===== config.mk =====
export PLATFORM = sky130hd
export DESIGN_NAME = moesi_line_ctrl
export DESIGN_NICKNAME = d
export VERILOG_FILES = /design/src/rtl/moesi_pkg.sv /design/src/rtl/moesi_snoop_resp.sv /design/src/rtl/moesi_local_req.sv /design/src/rtl/moesi_line_ctrl.sv
export SDC_FILE = /design/constraint.sdc
export NUM_CORES = 1
export LEC_CHECK = 0
export BUFFER_PORTS_ARGS = -buffer_cell sky130_fd_sc_hd__buf_2
export CORE_AREA = 2 2 39 41
export DETAILED_ROUTE_END_ITERATION = 7
export DIE_AREA = 0 0 41 43
export GPL_TIMING_DRIVEN = 0
export PLACE_DENSITY = 0.52
export REMOVE_ABC_BUFFERS = 1
export SETUP_SLACK_MARGIN = 0.3
export SYNTH_ARGS = -nofsm -noshare
export SYNTH_HDL_FRONTEND = slang
export SYNTH_SLANG_ARGS = --single-unit

===== constraint.sdc =====
create_clock -name clk -period 2.1 [get_ports clk]
set_input_delay 0.315 -clock clk [delete_from_list [all_inputs] [get_ports clk]]
set_output_delay 0.315 -clock clk [all_outputs]
set_load 0.005 [all_outputs]

===== src/rtl/moesi_pkg.sv =====
// Shared types for the line coherence controller.
package moesi_pkg;
    localparam int ST_W = 3;
    localparam int TX_W = 2;

    typedef enum logic [ST_W-1:0] {
        ST_I = 3'd0,
        ST_S = 3'd1,
        ST_E = 3'd2,
        ST_O = 3'd3,
        ST_M = 3'd4
    } line_st_e;

    typedef enum logic [TX_W-1:0] {
        TX_RD  = 2'd0,
        TX_RDX = 2'd1,
        TX_UPG = 2'd2,
        TX_RSV = 2'd3
    } bus_tx_e;

    typedef struct packed {
        logic     req_vld;
        bus_tx_e  req_kind;
        logic     wb;
        line_st_e nxt;
    } local_act_t;

    typedef struct packed {
        logic     shared;
        logic     supply;
        line_st_e nxt;
    } snoop_act_t;
endpackage


===== src/rtl/moesi_snoop_resp.sv =====
// Snoop responder: decides the reply and the next state for one snooped
// transaction. Assumes the reserved kind is never presented; it holds state.
module moesi_snoop_resp
    import moesi_pkg::*;
(
    input  line_st_e   cur,
    input  bus_tx_e    kind,
    output snoop_act_t act
);
    logic dirty;
    assign dirty = (cur == ST_M) || (cur == ST_O);

    // Reply and next state for the snooped kind.
    always_comb begin
        act = '{shared: 1'b0, supply: 1'b0, nxt: cur};
        unique case (kind)
            TX_RD: begin
                if (cur != ST_I) act.shared = 1'b1;
                act.supply = dirty;
                if (cur == ST_M)      act.nxt = ST_O;
                else if (cur == ST_E) act.nxt = ST_S;
            end
            TX_RDX: begin
                act.supply = dirty;
                act.nxt    = ST_I;
            end
            TX_UPG: act.nxt = ST_I;
            default: act.nxt = cur;
        endcase
    end
endmodule


===== src/rtl/moesi_local_req.sv =====
// Local request decoder: picks one of eviction, write or read, in that priority
// order, and decides the bus request, write-back and next state. Assumes the
// bus is atomic, so shared_in answers this cycle's read.
module moesi_local_req
    import moesi_pkg::*;
(
    input  line_st_e   cur,
    input  logic       rd,
    input  logic       wr,
    input  logic       ev,
    input  logic       shared_in,
    output local_act_t act
);
    // Prioritised decision for the local side.
    always_comb begin
        act = '{req_vld: 1'b0, req_kind: TX_RD, wb: 1'b0, nxt: cur};
        if (ev) begin
            act.wb  = (cur == ST_M) || (cur == ST_O);
            act.nxt = ST_I;
        end else if (wr) begin
            act.nxt = ST_M;
            unique case (cur)
                ST_I: begin
                    act.req_vld  = 1'b1;
                    act.req_kind = TX_RDX;
                end
                ST_S, ST_O: begin
                    act.req_vld  = 1'b1;
                    act.req_kind = TX_UPG;
                end
                default: act.req_vld = 1'b0;
            endcase
        end else if (rd && cur == ST_I) begin
            act.req_vld  = 1'b1;
            act.req_kind = TX_RD;
            act.nxt      = shared_in ? ST_S : ST_E;
        end
    end
endmodule


===== src/rtl/moesi_line_ctrl.sv =====
// Per-line five-state coherence controller. A snoop outranks every local
// request; the state register is the only storage. Outputs are combinational
// from the state and this cycle's requests.
module moesi_line_ctrl
    import moesi_pkg::*;
(
    input  logic       clk,
    input  logic       rst_n,
    input  logic       loc_rd,
    input  logic       loc_wr,
    input  logic       evict,
    input  logic       shared_in,
    input  logic       snp_valid,
    input  logic [1:0] snp_kind,
    output logic       bus_req_valid,
    output logic [1:0] bus_req_kind,
    output logic       shared_out,
    output logic       supply_out,
    output logic       wb_req,
    output logic [2:0] state_q
);
    line_st_e   st_r;
    line_st_e   st_nxt;
    snoop_act_t s_act;
    local_act_t l_act;

    moesi_snoop_resp u_snoop (
        .cur  (st_r),
        .kind (bus_tx_e'(snp_kind)),
        .act  (s_act)
    );

    moesi_local_req u_local (
        .cur       (st_r),
        .rd        (loc_rd),
        .wr        (loc_wr),
        .ev        (evict),
        .shared_in (shared_in),
        .act       (l_act)
    );

    // Arbitration: a snoop suppresses the whole local side.
    always_comb begin
        st_nxt        = snp_valid ? s_act.nxt : l_act.nxt;
        bus_req_valid = !snp_valid && l_act.req_vld;
        bus_req_kind  = bus_req_valid ? l_act.req_kind : TX_RD;
        wb_req        = !snp_valid && l_act.wb;
        shared_out    = snp_valid && s_act.shared;
        supply_out    = snp_valid && s_act.supply;
    end

    // Line state register with synchronous reset.
    always_ff @(posedge clk) begin
        if (!rst_n) st_r <= ST_I;
        else        st_r <= st_nxt;
    end

    assign state_q = st_r;
endmodule


==> impl_metrics.py <==
metrics = {
    "cells_and_area": {
        "largest_reg_flops": 3,
        "regArea_sq_um": 60.1,
        "fillers": 157,
        "final_cells": 80,
        "multi_input_area_sq_um": 239,
        "diodes": 0,
        "drive_gt1_share_pct": 39.1,
        "nNetsFinal": 76,
        "syn2layout_area_growth_pct": 33.5,
    },
    "worst_setup_path": {
        "slowest_delay_ps": 540,
        "crit_slowest_cell": "dfxtp_1",
        "cp-start-kind": "register",
        "worstPathRequired_ps": 1780,
        "arrival_ps": 1330,
        "critPathCaptureType": "output port",
        "worstPathMaxFanout": 8,
        "critPathBufInv": 1,
        "critPathKind": "register to output port",
        "crit_family": "flip-flops",
        "crit_chain": "nand2_1 -> nor2_1 -> a21oi_1 -> nor3b_1 -> buf_2",
    },
    "pwr": {
        "vdd_drop_max_mv": 0.128,
        "p_leak_nw": 0.224,
        "power.density_nw_per_um2": 514,
    },
    "floorplanning": {
        "rows": 14,
        "coreArea_sq_um": 1380,
        "dieWidth_um": 41,
        "die_h_um": 43,
        "die_area_sq_um": 1760,
        "boundaryPins": 18,
        "start_util_pct": 24.3,
    },
    "place": {
        "gp_congestion": 0.688,
        "dp_cells": 76,
        "dpl.hpwl_um": 664,
        "io_buffer_count": 17,
    },
    "hold_path": {
        "hold_path_class": "input port to register",
    },
    "detailed_routing": {
        "dr.pass1.iters": 4,
        "wire_per_inst_um": 11.2,
        "drt_iter0_drc": 11,
        "drtAntennaViolNets": 0,
        "postRouteWirelength_um": 893,
        "via_per_inst": 4.70,
        "vias": 376,
        "drt_drc_violations_left": 0,
    },
    "synth": {
        "synth_top_area_cell": "dfxtp_1",
        "syn_avg_cell_area_sq_um": 7.48,
        "yosysSeqAreaShare_pct": 17.8,
        "ys_ff_latch": 3,
        "ys_types": 23,
        "yosys-top-cells-area": "dfxtp_1 18%, ha_1 7.4%, inv_1 5.6%",
        "netlist_area_sq_um": 337,
        "synth_top_area_share_pct": 17.8,
        "synth_warnings": 0,
        "netlist_instances": 45,
    },
    "timing": {
        "finalSetupTns_ps": 0,
        "final.setup_skew_ps": 0.826,
        "rsz0062_at_grt": "no",
        "setup_viol": 0,
        "timing.fmax_mhz": 607,
        "maxSlewHeadroom_pct": 72.5,
        "post-route-period-util_pct": 78.4,
        "finalHoldViolations": 0,
        "tightest_slew_ps": 409,
        "period_minus_slack_ps": 1650,
        "drv_slew": 0,
    },
    "clocking": {
        "cts_hold_buffers": 0,
        "cts_tree": "done",
        "cts_resized": 0,
        "post-cts-setup-buffers": 0,
        "root_buffer": "clkbuf_4",
        "clkTransAtPathRegs_ps": 40,
        "worst_skew_pair.late_latency_ps": 230,
        "cts_max_path_buffers": 2,
        "clock_sinks": 3,
        "htree_levels": 1,
        "cts_buffers": 3,
    },
    "flow_run": {
        "drv_cap": 0,
    },
    "grt": {
        "overflow": 0,
        "grt_usage_pct": 10.3,
        "grt_pass1_wl_um": 1250,
        "antenna_found_initial": 0,
        "first_global_vias": 297,
        "grt_max_degree": 9,
    },
    "run_status": {
        "status": "finished, final reports clean",
    },
}
[layout by cell type, fill, tap and decap left out, drive strengths merged]
cell type,Yosys,routed
buf,2,17
inv,5,5
nor2,5,5
nand2,4,4
nor3,4,4
clkbuf,0,4
o21ai,3,3
a21oi,3,3
dfxtp,3,3
nor2b,2,2
a21boi,2,2
ha,2,2
nor3b,1,1
xor2,1,1
and2b,1,1
a311oi,1,1
o211ai,1,1
o31ai,1,1
a32o,1,1
o21bai,1,1
o311a,1,1
or3,1,1
[per-layer routing]
metal / vias up / routed length [um] / global-route usage, %
li1: 197 / - / -
met1: 158 / 435 / 14.9
met2: 21 / 370 / 14.7
met3: 0 / 86 / 1.57
met4: 0 / 0 / 4.00
met5: - / 0 / 0
[synthesized netlist by cell type]
library cell,number
o21bai_1,1
o211ai_1,1
ha_1,2
buf_4,1
nand2_1,4
o21ai_0,3
xor2_2,1
or3_1,1
a21oi_1,3
o311a_2,1
nor3_1,3
nor2_1,5
nor3_2,1
buf_6,1
inv_1,5
dfxtp_1,3
a32o_1,1
a311oi_2,1
nor3b_1,1
a21boi_1,2
and2b_2,1
o31ai_1,1
nor2b_1,2
[worst register-to-register path, cell delays in order, from the launching register on]
cell      delay, ps
dfxtp_1         540
xor2_2          180
a311oi_2        160
or3_1           370
a21boi_1        150
[stage by stage]
stage               total power [mW]  hold WS [ps]  utilization, %  cell area, sq um  setup slack (ps)
finish                         0.231           326            32.5               449               454
global route                   0.245           348            32.5               449               315
CTS                            0.236           325            32.5               449               425
detailed placement             0.133           570            30.6               423               409
global placement               0.132           565            30.6               423               419
floorplan                      0.106           415               -               318               620
[cell families (layout without fill, tap and decap cells)]
family	Yosys count	count (layout)	share of synthesized area (%)
adders and majority gates	2	2	7.43
and+or+nand+nor	18	18	27.9
DFF	3	3	17.8
AOI/OAI and AO/OA	14	14	30.9
buffers and inverters	7	26	11.2
xor gates and xnor gates	1	1	4.83
[worst paths after layout]
| kind | from | end | slack, ps | cells after the start |
|---|---|---|---|---|
| min reg2reg | state_q[0]$_SDFFE_PN0P_ | state_q[0]$_SDFFE_PN0P_ | 610 | 2 |
| max reg2reg | state_q[1]$_SDFFE_PN0P_ | state_q[0]$_SDFFE_PN0P_ | 630 | 4 |
| max | state_q[1]$_SDFFE_PN0P_ | wb_req | 450 | 5 |
| min | evict | state_q[2]$_SDFFE_PN0P_ | 330 | 2 |
[layout make-up]
class                      count  area share [%]
multi-input combinational     35            53.2
timing repair buffer          17            18.9
sequential                     3            13.4
clock buffer                   4            5.85
tap                           16            4.46
inverter                       5            4.18
[power by group]
part,switching (mW),total [mW],internal [mW]
Sequential,0.0105,0.0717,0.0612
Clock,0.0282,0.0993,0.0711
Combinational,0.0301,0.0599,0.0298
Note: power is estimated with default switching activity, not from simulation.
